## src/rtl/dt_pkg.sv

```systemverilog
package dt_pkg;
  typedef enum logic [2:0] {
    SEL_MSTAT = 3'd0,
    SEL_SVIEW = 3'd1,
    SEL_GSTAT = 3'd2,
    SEL_MCFG  = 3'd3,
    SEL_GCFG  = 3'd4
  } acc_sel_e;
endpackage

```

## src/rtl/dt_cfg_regs.sv

```systemverilog
module dt_cfg_regs #(
  parameter bit EXT_EN = 1'b1
) (
  input  logic clk,
  input  logic rst_n,
  input  logic wr_m,
  input  logic wr_g,
  input  logic wbit,
  output logic m_en,
  output logic g_eff
);
  logic m_q, m_nx, g_q, g_nx;

  always_comb begin
    m_nx = m_q;
    g_nx = g_q;
    if (EXT_EN && wr_m) m_nx = wbit;
    if (EXT_EN && wr_g && m_q) g_nx = wbit;
  end

  always_ff @(posedge clk or negedge rst_n) begin
    if (!rst_n) begin
      m_q <= 1'b0;
      g_q <= 1'b0;
    end else begin
      if (wr_m) m_q <= m_nx;
      if (wr_g) g_q <= g_nx;
    end
  end

  assign m_en  = m_q;
  assign g_eff = g_q & m_q;

  p_gcfg_locked_r7: assert property (@(posedge clk) disable iff (!rst_n)
    (wr_g && !m_q) |=> $stable(g_q));

  generate
    if (!EXT_EN) begin : g_noext
      p_noext_cfg_r8: assert property (@(posedge clk) disable iff (!rst_n)
        wr_m |=> !m_q);
    end
  endgenerate
endmodule

```

## src/rtl/dt_stat_word.sv

```systemverilog
module dt_stat_word #(
  parameter int       W         = 64,
  parameter int       IE_BIT    = 1,
  parameter int       LOCK_BIT  = 24,
  parameter logic [W-1:0] PASS_MASK = 64'h0000_0000_0000_00F0,
  parameter bit       EXT_EN    = 1'b1
) (
  input  logic         clk,
  input  logic         rst_n,
  input  logic         wr_full,
  input  logic         wr_view,
  input  logic         gate_en,
  input  logic [W-1:0] wdata,
  output logic [W-1:0] full_rdata,
  output logic [W-1:0] view_rdata
);
  localparam logic [W-1:0] IE_M   = W'(1) << IE_BIT;
  localparam logic [W-1:0] LOCK_M = W'(1) << LOCK_BIT;
  localparam logic [W-1:0] BASE_M = IE_M | PASS_MASK;
  localparam logic [W-1:0] FULL_M = BASE_M | (EXT_EN ? LOCK_M : '0);

  logic [W-1:0] q, nx, view_m, merged;

  always_comb begin
    view_m = BASE_M | ((EXT_EN && gate_en) ? LOCK_M : '0);
    merged = (q & ~view_m) | (wdata & view_m);
    if (merged[LOCK_BIT]) merged[IE_BIT] = 1'b0;
    nx = q;
    if (wr_full)      nx = (q & ~FULL_M) | (wdata & FULL_M);
    else if (wr_view) nx = merged;
  end

  always_ff @(posedge clk or negedge rst_n) begin
    if (!rst_n)                 q <= '0;
    else if (wr_full || wr_view) q <= nx;
  end

  assign full_rdata = q & FULL_M;
  assign view_rdata = q & view_m;

  p_view_lock_hold_r3: assert property (@(posedge clk) disable iff (!rst_n)
    (wr_view && !wr_full && !gate_en) |=> $stable(q[LOCK_BIT]));

  p_interlock_r6: assert property (@(posedge clk) disable iff (!rst_n)
    (wr_view && !wr_full) |=> !(q[LOCK_BIT] && q[IE_BIT]));
endmodule

```

## src/rtl/dt_status_access.sv

```systemverilog
module dt_status_access #(
  parameter int           W         = 64,
  parameter int           IE_BIT    = 1,
  parameter int           LOCK_BIT  = 24,
  parameter int           EN_BIT    = 59,
  parameter logic [W-1:0] PASS_MASK = 64'h0000_0000_0000_00F0,
  parameter bit           EXT_EN    = 1'b1
) (
  input  logic         clk,
  input  logic         rst_n,
  input  logic [2:0]   acc_sel,
  input  logic         acc_we,
  input  logic [W-1:0] acc_wdata,
  output logic [W-1:0] acc_rdata
);
  import dt_pkg::*;

  acc_sel_e     sel;
  logic         m_en, g_eff;
  logic [W-1:0] m_full, m_view, g_full, g_view;
  logic         wr_mstat, wr_sview, wr_gstat, wr_mcfg, wr_gcfg;

  assign sel      = acc_sel_e'(acc_sel);
  assign wr_mstat = acc_we && (sel == SEL_MSTAT);
  assign wr_sview = acc_we && (sel == SEL_SVIEW);
  assign wr_gstat = acc_we && (sel == SEL_GSTAT);
  assign wr_mcfg  = acc_we && (sel == SEL_MCFG);
  assign wr_gcfg  = acc_we && (sel == SEL_GCFG);

  dt_cfg_regs #(.EXT_EN(EXT_EN)) u_cfg (
    .clk(clk), .rst_n(rst_n), .wr_m(wr_mcfg), .wr_g(wr_gcfg),
    .wbit(acc_wdata[EN_BIT]), .m_en(m_en), .g_eff(g_eff)
  );

  dt_stat_word #(.W(W), .IE_BIT(IE_BIT), .LOCK_BIT(LOCK_BIT),
                 .PASS_MASK(PASS_MASK), .EXT_EN(EXT_EN)) u_mword (
    .clk(clk), .rst_n(rst_n), .wr_full(wr_mstat), .wr_view(wr_sview),
    .gate_en(m_en), .wdata(acc_wdata), .full_rdata(m_full), .view_rdata(m_view)
  );

  dt_stat_word #(.W(W), .IE_BIT(IE_BIT), .LOCK_BIT(LOCK_BIT),
                 .PASS_MASK(PASS_MASK), .EXT_EN(EXT_EN)) u_gword (
    .clk(clk), .rst_n(rst_n), .wr_full(1'b0), .wr_view(wr_gstat),
    .gate_en(g_eff), .wdata(acc_wdata), .full_rdata(g_full), .view_rdata(g_view)
  );

  always_comb begin
    case (sel)
      SEL_MSTAT: acc_rdata = m_full;
      SEL_SVIEW: acc_rdata = m_view;
      SEL_GSTAT: acc_rdata = g_view;
      SEL_MCFG:  acc_rdata = W'(m_en) << EN_BIT;
      SEL_GCFG:  acc_rdata = W'(g_eff) << EN_BIT;
      default:   acc_rdata = '0;
    endcase
  end

  p_sview_hidden_r4: assert property (@(posedge clk) disable iff (!rst_n)
    (sel == SEL_SVIEW && !m_en) |-> !acc_rdata[LOCK_BIT]);

  p_gcfg_zero_r7: assert property (@(posedge clk) disable iff (!rst_n)
    (sel == SEL_GCFG && !m_en) |-> (acc_rdata == '0));

  p_gstat_hidden_r5: assert property (@(posedge clk) disable iff (!rst_n)
    (sel == SEL_GSTAT && !g_eff) |-> !acc_rdata[LOCK_BIT]);

  p_unused_sel_r2: assert property (@(posedge clk) disable iff (!rst_n)
    (acc_sel > 3'd4) |-> (acc_rdata == '0));
endmodule

```

## config.mk

```make
export PLATFORM = sky130hd
export DESIGN_NAME = dt_status_access
export DESIGN_NICKNAME = d
export VERILOG_FILES = /design/src/rtl/dt_pkg.sv /design/src/rtl/dt_cfg_regs.sv /design/src/rtl/dt_stat_word.sv /design/src/rtl/dt_status_access.sv
export SDC_FILE = /design/constraint.sdc
export NUM_CORES = 1
export LEC_CHECK = 0
export BUFFER_PORTS_ARGS = -buffer_cell sky130_fd_sc_hd__buf_2
export CAP_MARGIN = 0
export CORE_ASPECT_RATIO = 0.8
export CORE_MARGIN = 8
export CORE_UTILIZATION = 34
export DETAILED_ROUTE_END_ITERATION = 6
export GPL_TIMING_DRIVEN = 0
export MAX_ROUTING_LAYER = met4
export PLACE_DENSITY = 0.8
export SLEW_MARGIN = 40
export SYNTH_ARGS = -nofsm -noshare
export SYNTH_HDL_FRONTEND = slang
export SYNTH_SLANG_ARGS = --single-unit
```

## constraint.sdc

```tcl
create_clock -name clk -period 1.39 [get_ports clk]
set_clock_uncertainty 0.05 [all_clocks]
set_input_delay 0.139 -clock clk [delete_from_list [all_inputs] [get_ports clk]]
set_output_delay 0.139 -clock clk [all_outputs]
set_load 0.005 [all_outputs]
```

# After elaboration in Yosys (flattened, before gate mapping)
# Index checks and enable logic that the tools add are counted.
dict set report word_totals {
  reg_bits 130
  inputBits 70
  output_inout_bits 64
}
dict set report op_classes {
  eq_ne 4
  mux 7
  bitwise 12
  n_reduce_logical 11
}
# cell n
set ops {}
lappend ops {{64-bit bitwise AND} 6}
lappend ops {{64-bit one-hot mux with 5 select lines} 1}
lappend ops {{64-bit 2-to-1 mux} 2}
lappend ops {{64-bit inverter} 2}
lappend ops {{64-bit bitwise OR} 2}
lappend ops {{64-bit by 25-bit bitwise OR with 64-bit output} 1}
lappend ops {{25-bit 2-to-1 mux} 2}
lappend ops {{3-bit by 2-bit equality test with 1-bit output (second input constant)} 2}
lappend ops {{1-bit logical AND} 6}
lappend ops {{2-bit AND reduction} 2}
lappend ops {{3-bit by 1-bit equality test with 1-bit output (second input constant)} 1}
lappend ops {{3-bit equality test (second input constant)} 1}
lappend ops {{3-bit logical NOT} 1}
lappend ops {{1-bit 2-to-1 mux} 2}
lappend ops {{2-bit nonzero test} 1}
lappend ops {{1-bit bitwise AND} 1}
lappend ops {{1-bit logical OR} 1}

# Longest topological paths before layout
# Gate-level depths: netlist of the first run.
dict set report depth {
  depth_word 7
  ltp_mapped 4
  ltp_nobuf 3
}

# Cells and area by module
# A second synthesis of the first run with hierarchy kept.
dict set report unflattened {
  cells_unflattened 582
  hier_area_um2 4311.6
}
# mod instances cells_per_inst area_each_um2 seq_area_each_um2
set by_module_without_submodules {}
lappend by_module_without_submodules {dt_stat_word 2 140 1171.1 150.1}
lappend by_module_without_submodules {dt_status_access 1 296 1881.8 0.0}
lappend by_module_without_submodules {dt_cfg_regs 1 6 87.6 50.0}

# Least setup slack after synthesis of the first run
# No wires, ideal clock.
dict set report synth_path {
  path_type {flip-flop to output port}
  start {register u_cfg.m_q, in the netlist u_cfg.m_en}
  end {output acc_rdata[24]}
  t_arrival_ns 1.022
  t_required_ns 1.201
  setup_slack_ns 0.179
  stages_incl_launch_ff 5
  path_buffers 1
  cell_sequence {dfrtp_1 buf_2 nand2_1 or3_1 a21oi_1}
}
dict set report synth_via {
  elab_chain_len 4
}
# element line
set synth_lines {}
lappend synth_lines {{start: declaration} dt_cfg_regs.sv:12} ;# logic m_q, m_nx, g_q, g_nx;
lappend synth_lines {{start signal: assignment} dt_cfg_regs.sv:26} ;# if (wr_m) m_q <= m_nx;
lappend synth_lines {{1-bit bitwise AND} dt_cfg_regs.sv:32} ;# assign g_eff = g_q & m_q;
lappend synth_lines {{25-bit 2-to-1 mux} dt_stat_word.sv:25} ;# view_m = BASE_M | ((EXT_EN && gate_en) ? LOCK_M : '0);
lappend synth_lines {{64-bit bitwise AND} dt_stat_word.sv:39} ;# assign view_rdata = q & view_m;
lappend synth_lines {{64-bit one-hot mux with 5 select lines *} dt_status_access.sv:48} ;# case (sel)
lappend synth_lines {{end: declaration} dt_status_access.sv:14} ;# output logic [W-1:0] acc_rdata
# Every way passes the cells marked *; elsewhere a longest branch is shown, timed or not.

# Worst setup path after layout of the first run
# Same ends and word-level chain as after synthesis.

==> results of run 1 <==
## power groups by stage
stage,clock [W],sequential [W],combinational [W]
finish,0.000399,0.000546,0.000486
global route,0.000427,0.000555,0.000537
CTS,0.000407,0.000547,0.000457
detailed placement,0,0.000551,0.000425
global placement,0,0.000544,0.000416
floorplan,0,0.000538,0.000344
## metal layers
metal  vias to the layer above  track usage [%]  part of all wire [%]  wire length (um)
met1                       388             10.3                    38              1040
met3                         5             2.59                    11               309
met4                         0             3.44                   1.2                32
met5                         -                -                     0                 0
li1                        474                -                     -                 -
met2                        45             15.4                    50              1370
## stage by stage
stage	instances	power, W	setup WS, ps	setup TNS [ps]	instance area [um^2]
floorplan	185	0.000882	179	0	1420
global placement	246	0.000960	-3.13	-3.13	1570
detailed placement	246	0.000976	-11.3	-11.3	1570
CTS	253	0.00141	-141	-141	1660
global route	254	0.00152	-214	-214	1670
finish	254	0.00143	-129	-129	1670
## synthesized netlist by cell type, types with 2 or more instances
master	n	area share, %
dfrtp_1	14	29
nand2_1	4	1.2
nor2_1	6	1.9
o21ai_0	2	0.83
buf_4	59	37
a21oi_1	5	2.1
inv_1	3	0.93
mux2_2	12	11
nor2b_1	6	3.1
## state kept, by name, indices dropped and copies added, names as in the netlist
name	flops
u_cfg.g_q	1
u_cfg.m_en	1
u_gword.q	6
u_mword.q	6
## worst paths after layout
| check | start | endpoint | slack [ps] | cells after the start |
|---|---|---|---|---|
| worst max-delay path | u_cfg.m_en | acc_rdata[24] | -130 | 5 |
| worst min-delay path | acc_wdata[4] | u_gword.q[4] | 80 | 2 |
| worst max register to register | u_cfg.m_en | u_cfg.g_q | 120 | 4 |
| worst min register to register | u_mword.q[5] | u_mword.q[5] | 450 | 1 |
| max in group asynchronous | rst_n | u_cfg.m_en | 790 | 2 |
| min in group asynchronous | rst_n | u_mword.q[4] | 260 | 2 |
## cells by family after synthesis
kind of cell / Yosys count / share of synthesized area [%]
buffers and inverters: 64 / 38.9
and+or+nand+nor: 24 / 12.5
muxes: 14 / 13.3
DFF: 14 / 29.0
AOI/OAI and AO/OA: 12 / 6.01
other: 1 / 0.310
## area by class of cell
| type | count | area, um^2 | area share (%) |
|---|---|---|---|
| repair buffers | 23 | 128 | 7.63 |
| well taps | 42 | 52.6 | 3.14 |
| multi-input cells | 107 | 609 | 36.5 |
| clock buffers | 4 | 55.1 | 3.29 |
| flip-flops and latches | 14 | 350 | 21.0 |
| plain buffers | 61 | 465 | 27.8 |
| inverters | 3 | 11.3 | 0.674 |
## placed cells by master, fill, tap and decap left out
master / n
o211ai_1: 1
mux2i_1: 1
buf_6: 2
and4bb_1: 1
buf_2: 19
nand2_2: 1
a21oi_1: 4
mux2_4: 1
o22ai_1: 1
nor2_1: 6
nand3_2: 1
mux2_2: 12
nor2b_1: 6
a2bb2oi_1: 1
inv_1: 3
dfrtp_1: 14
conb_1: 57
buf_4: 62
o21ai_2: 1
nor3b_4: 1
nand4_1: 1
nor3_1: 1
o21ai_1: 1
and2b_1: 1
dlygate4sd3_1: 1
o21ai_0: 1
nand2_1: 3
a21oi_2: 1
or3_4: 1
and3b_2: 1
a31oi_1: 1
clkbuf_8: 4
## timing repair
action,4_1_cts,5_1_grt
hold buffers,1,0
pin swaps,2,1
hold endpoints to repair,14,0
resized for setup,3,3
buffers inserted,2,1
setup endpoints to repair,1,1
==> reports/metrics.json, run 1 <==
{
  "synthesis": {
    "synthFlopType": "dfrtp_1",
    "async_set_reset_flop_share_out_of_synthesis_pct": 100,
    "yosysSeqAreaShare_pct": 29.0,
    "synth_seq_cells": 14,
    "synth_cell_type_count": 27,
    "mapped_area_um2": 1210,
    "yosysWarnings": 0,
    "synthesis.area_per_instance_um2": 9.37,
    "synthCells": 129,
    "synth_edf_count": 0
  },
  "grt": {
    "via_count_of_the_first_global_routing_pass": 830,
    "overflow": 0,
    "grt_antenna_before_repair": 0,
    "pin_count_of_the_biggest_net_entering_global_routing": 15,
    "global_route.usage.total_pct": 9.34,
    "grt_pass1_wl_um": 4050
  },
  "timing": {
    "setup_viol_count_final": 1,
    "count_of_final_max_slew_check_failures": 0,
    "hold-worst-slack_ps": 84.1,
    "rsz0062_at_grt": "yes",
    "final.min_clock_period_ps": 1520,
    "min_period_over_period_pct": 109,
    "max_clock_freq_ghz": 0.658,
    "post_route_worst_setup_slack_ps": -129,
    "timing_hold_violations_final": 0
  },
  "power": {
    "power.ir.vdd_worst_mv": 0.729,
    "powerDensity_nw_per_um2": 857,
    "power.clock.fraction_pct": 27.9,
    "power.switching_fraction_pct": 27.5,
    "p_seq_share_pct": 38.2,
    "pwr-share-comb_pct": 34.0,
    "netSwitchingPower_w": 0.000393,
    "cell_internal_pwr_w": 0.00104,
    "power.leakage_nw": 0.968
  },
  "routing": {
    "drt.antenna.violating_nets": 0,
    "totalWireLength_um": 2750,
    "vias": 912,
    "drcViolationCount": 0,
    "detail_route.wl_per_cell_um": 10.8,
    "vias_per_cell": 3.59,
    "dr.pass1.iters": 4,
    "initialDrtViolationCount": 13
  },
  "place": {
    "numPortBuffers": 19,
    "dp_hpwl_um": 2300,
    "routabilityCongestion": 0.726
  },
  "clock_network": {
    "tritoncts_num_sinks": 14,
    "clockBufferDepth": 2,
    "clock_tree.htree_level_count": 1,
    "cts-root-buf": "clkbuf_8",
    "path_clk_slew_ps": 60,
    "cts_tree": "yes",
    "clk-insertion-delay-late_ps": 250,
    "cts_buffers": 3
  },
  "worst_hold_path": {
    "worstHoldPathType": "input port to register"
  },
  "die": {
    "ports_placed_on_the_boundary": 134,
    "initial_core_util_pct": 35.3,
    "fp.dieH_um": 69.3,
    "die_width_um": 82.7,
    "coreArea_um2": 3420,
    "std_cell_rows": 19,
    "floorplan.die_area_um2": 5730
  },
  "setup_path": {
    "path_type_of_the_worst_setup_path": "register to output pin",
    "cp-start-kind": "register",
    "required_ps": 1200,
    "cell_with_the_largest_stage_delay_on_the_worst_path": "dfrtp_1",
    "cpLargestDelayFamily": "simple AND/OR/NAND/NOR gates",
    "worstPathMaxFanout": 2,
    "arrival_ps": 1330,
    "critPathBufInv": 2,
    "path_cells": "buf_6, nand2_2, or3_4, a21oi_2, buf_2",
    "timing.critical_path.slowest_cell_delay_ps": 340,
    "critical_path.endpoint_type": "output pin"
  },
  "finish": {
    "synthToLayoutAreaGrowth_pct": 38.3,
    "finish.net_count": 283,
    "layout-drive-gt1-share_pct": 50.5,
    "diodes": 0,
    "fin_util_pct": 48.8,
    "n_fill_cell": 341
  },
  "status": {
    "failing_checks": "setup timing",
    "run_status": "finished, violations left"
  },
  "job": {
    "max_cap_violations": 0
  }
}
Power figures use the tool's default switching activity.
==> run 2, diff against run 1 <==
--- a/config.mk
+++ b/config.mk
@@ -13,7 +13,7 @@
 export DETAILED_ROUTE_END_ITERATION = 6
 export GPL_TIMING_DRIVEN = 0
 export MAX_ROUTING_LAYER = met4
-export PLACE_DENSITY = 0.8
+export PLACE_DENSITY = 0.81
 export SLEW_MARGIN = 40
 export SYNTH_ARGS = -nofsm -noshare
 export SYNTH_HDL_FRONTEND = slang
==> run 2 against run 1 <==
- clock power down 2%
- power decreased by 1.5%
- the run still ends with setup timing left
- worst hold slack improved by 4.5 ps
- global-route usage down 0.48 points
- design area decreased by 0.97%
- first-iteration DRC count grew 7.7%
- critical path depth shrank 1
- utilization fell by 0.48 points
- largest power group unchanged
==> reports/metrics.json, run 2 (same netlist as run 1, synthesis figures left out) <==
{
  "status": {
    "run_status": "finished, violations left",
    "failing_checks": "setup timing"
  },
  "die": {
    "std_cell_rows": {"value": 19, "change": "unchanged"},
    "coreArea": {"value": 3420, "unit": "um^2", "change": "unchanged"},
    "initial_core_util": {"value": 35.3, "unit": "%", "change": "unchanged"},
    "floorplan.die_area": {"value": 5730, "unit": "um^2", "change": "unchanged"},
    "fp.dieH": {"value": 69.3, "unit": "um", "change": "unchanged"},
    "ports_placed_on_the_boundary": {"value": 134, "change": "unchanged"},
    "die_width": {"value": 82.7, "unit": "um", "change": "unchanged"}
  },
  "clock_network": {
    "clockBufferDepth": {"value": 2, "change": "unchanged"},
    "cts-root-buf": "clkbuf_8",
    "cts_buffers": {"value": 3, "change": "unchanged"},
    "clk-insertion-delay-late": {"value": 240, "unit": "ps", "change": "about the same"},
    "cts_tree": "yes",
    "path_clk_slew": {"value": 60, "unit": "ps", "change": "about the same"},
    "clock_tree.htree_level_count": {"value": 1, "change": "unchanged"},
    "tritoncts_num_sinks": {"value": 14, "change": "unchanged"}
  },
  "job": {
    "max_cap_violations": {"value": 0, "change": "unchanged"}
  },
  "finish": {
    "n_fill_cell": {"value": 341, "change": "unchanged"},
    "synthToLayoutAreaGrowth_pct": 37.0,
    "biggestRegsByFlops": "u_gword.q x6, u_mword.q x6",
    "finish.net_count": {"value": 282, "change": "-0.35%"},
    "fin_util": {"value": 48.4, "unit": "%", "change": "-0.48 points"},
    "layout.cells.most_common": "buf_4",
    "diodes": {"value": 0, "change": "unchanged"},
    "layout-drive-gt1-share": {"value": 49.8, "unit": "%", "change": "-0.71 points"},
    "layout_common_cells": "buf_4, conb_1, buf_2"
  },
  "power": {
    "power.clock.fraction": {"value": 27.8, "unit": "%", "change": "about the same"},
    "powerDensity": {"value": 852, "unit": "nW/um^2", "change": "-0.56%"},
    "netSwitchingPower": {"value": 0.000383, "unit": "W", "change": "-2.7%"},
    "p_seq_share": {"value": 38.6, "unit": "%", "change": "+0.4 points"},
    "power.leakage": {"value": 0.960, "unit": "nW", "change": "-0.80%"},
    "power.switching_fraction": {"value": 27.1, "unit": "%", "change": "-0.33 points"},
    "cell_internal_pwr": {"value": 0.00103, "unit": "W", "change": "-1.1%"},
    "power.ir.vdd_worst": {"value": 0.955, "unit": "mV", "change": "+31%"},
    "pwr-share-comb": {"value": 33.6, "unit": "%", "change": "-0.4 points"}
  },
  "grt": {
    "global_route.usage.total": {"value": 8.86, "unit": "%", "change": "-0.48 points"},
    "via_count_of_the_first_global_routing_pass": {"value": 865, "change": "+4.2%"},
    "grt_antenna_before_repair": {"value": 0, "change": "unchanged"},
    "overflow": {"value": 0, "change": "unchanged"},
    "grt_pass1_wl": {"value": 4020, "unit": "um", "change": "-0.69%"},
    "pin_count_of_the_biggest_net_entering_global_routing": {"value": 15, "change": "unchanged"}
  },
  "routing": {
    "vias": {"value": 900, "change": "-1.3%"},
    "dr.pass1.iters": {"value": 3, "change": "-1"},
    "totalWireLength": {"value": 2670, "unit": "um", "change": "-2.8%"},
    "vias_per_cell": {"value": 3.56, "change": "-0.93%"},
    "drcViolationCount": {"value": 0, "change": "unchanged"},
    "drt.antenna.violating_nets": {"value": 0, "change": "unchanged"},
    "initialDrtViolationCount": {"value": 14, "change": "+1"},
    "detail_route.wl_per_cell": {"value": 10.6, "unit": "um", "change": "-2.5%"}
  },
  "place": {
    "dp_hpwl": {"value": 2230, "unit": "um", "change": "-2.9%"},
    "numPortBuffers": {"value": 19, "change": "unchanged"},
    "routabilityCongestion": {"value": 0.740, "change": "+1.9%"}
  },
  "timing": {
    "post_route_worst_setup_slack": {"value": -98.3, "unit": "ps", "change": "+30.8 ps"},
    "timing_hold_violations_final": {"value": 0, "change": "unchanged"},
    "max_clock_freq": {"value": 0.672, "unit": "GHz", "change": "+2.1%"},
    "final.min_clock_period": {"value": 1490, "unit": "ps", "change": "-30.8 ps"},
    "fin_setup_tns": {"value": -98.3, "unit": "ps", "change": "+30.8 ps"},
    "rsz0062_at_grt": "yes",
    "count_of_final_max_slew_check_failures": {"value": 0, "change": "unchanged"},
    "min_period_over_period": {"value": 107, "unit": "%", "change": "-2.2 points"},
    "setup_viol_count_final": {"value": 1, "change": "unchanged"}
  },
  "setup_path": {
    "setup.worst_path.end": "acc_rdata[24]",
    "worstSetupPathDepth": {"value": 4, "change": "-1"},
    "cell_with_the_largest_stage_delay_on_the_worst_path": "dfrtp_1",
    "timing.reg2reg.setup_slack": {"value": 210, "unit": "ps", "change": "+90 ps"},
    "critical_path.endpoint_type": "output pin",
    "path_cells": "nand2_2, or3_1, a21oi_2, buf_2",
    "cp-start-kind": "register",
    "critical_path.startpoint": "u_cfg.g_q",
    "arrival": {"value": 1300, "unit": "ps", "change": "-30 ps"},
    "path_type_of_the_worst_setup_path": "register to output pin",
    "required": {"value": 1200, "unit": "ps", "change": "about the same"},
    "worstPathMaxFanout": {"value": 2, "change": "unchanged"},
    "critPathBufInv": {"value": 1, "change": "-1"},
    "regToRegStartpoint": "u_cfg.m_en",
    "cpLargestDelayFamily": "simple AND/OR/NAND/NOR gates",
    "timing.critical_path.slowest_cell_delay": {"value": 360, "unit": "ps", "change": "+20 ps"},
    "reg2reg_depth": {"value": 3, "change": "-1"},
    "r2r-end": "u_mword.q[24]"
  },
  "worst_hold_path": {
    "whs_path_depth": {"value": 2, "change": "unchanged"},
    "worstHoldPathType": "input port to register"
  }
}
-- run 2: cell types whose count changed in the layout (fill, tap and decap cells not counted) --
cell	change
buf_6	-1
or3_4	-1
or3_1	+1
-- run 2: final cells by class --
class                      count  area [um^2]  area share [%]
buffer                        60          454            27.4
clock buffer                   4         55.1            3.33
inverter                       3         11.3           0.680
multi-input combinational    107          604            36.5
sequential                    14          350            21.2
tap                           42         52.6            3.17
timing repair buffer          23          128            7.71
-- run 2: power by group through the flow --
stage,combinational (W),clock (W),sequential (W)
6_report,0.000474,0.000392,0.000544
3_3_place_gp,0.000415,0,0.000545
5_1_grt,0.000521,0.000421,0.000553
4_1_cts,0.000451,0.000401,0.000547
3_5_place_dp,0.000424,0,0.000551
2_1_floorplan,0.000344,0,0.000538
-- run 2: per-stage QoR --
stage	power [W]	setup slack, ps	std cells	area [um^2]	hold slack (ps)
after floorplan	0.000882	179	185	1420	-207
after global placement	0.000960	-15.1	246	1570	2.19
after detailed placement	0.000975	-14.7	246	1570	1.50
after CTS	0.00140	-132	252	1650	84.6
after global routing	0.00150	-151	253	1660	94.8
final	0.00141	-98.3	253	1660	88.6
-- run 2: layer usage --
layer,wire length [um],global-route usage [%]
met4,21,1.91
met3,305,2.72
met5,0,-
met1,1040,9.89
met2,1300,14.9
-- run 2: worst min-delay path by stage --
stage,startpoint,end
floorplan,rst_n,u_cfg.g_q
global placement,rst_n,u_mword.q[24]
detailed placement,rst_n,u_mword.q[24]
CTS,acc_wdata[4],u_mword.q[4]
global route,acc_wdata[4],u_gword.q[4]
finish,acc_wdata[5],u_gword.q[5]
-- run 2: repair_timing --
action,in CTS,in global routing
resized for setup,4,1
setup endpoints to repair,1,1
buffers inserted,1,2
pin swaps,2,3
hold endpoints to repair,14,0
hold buffers,1,0
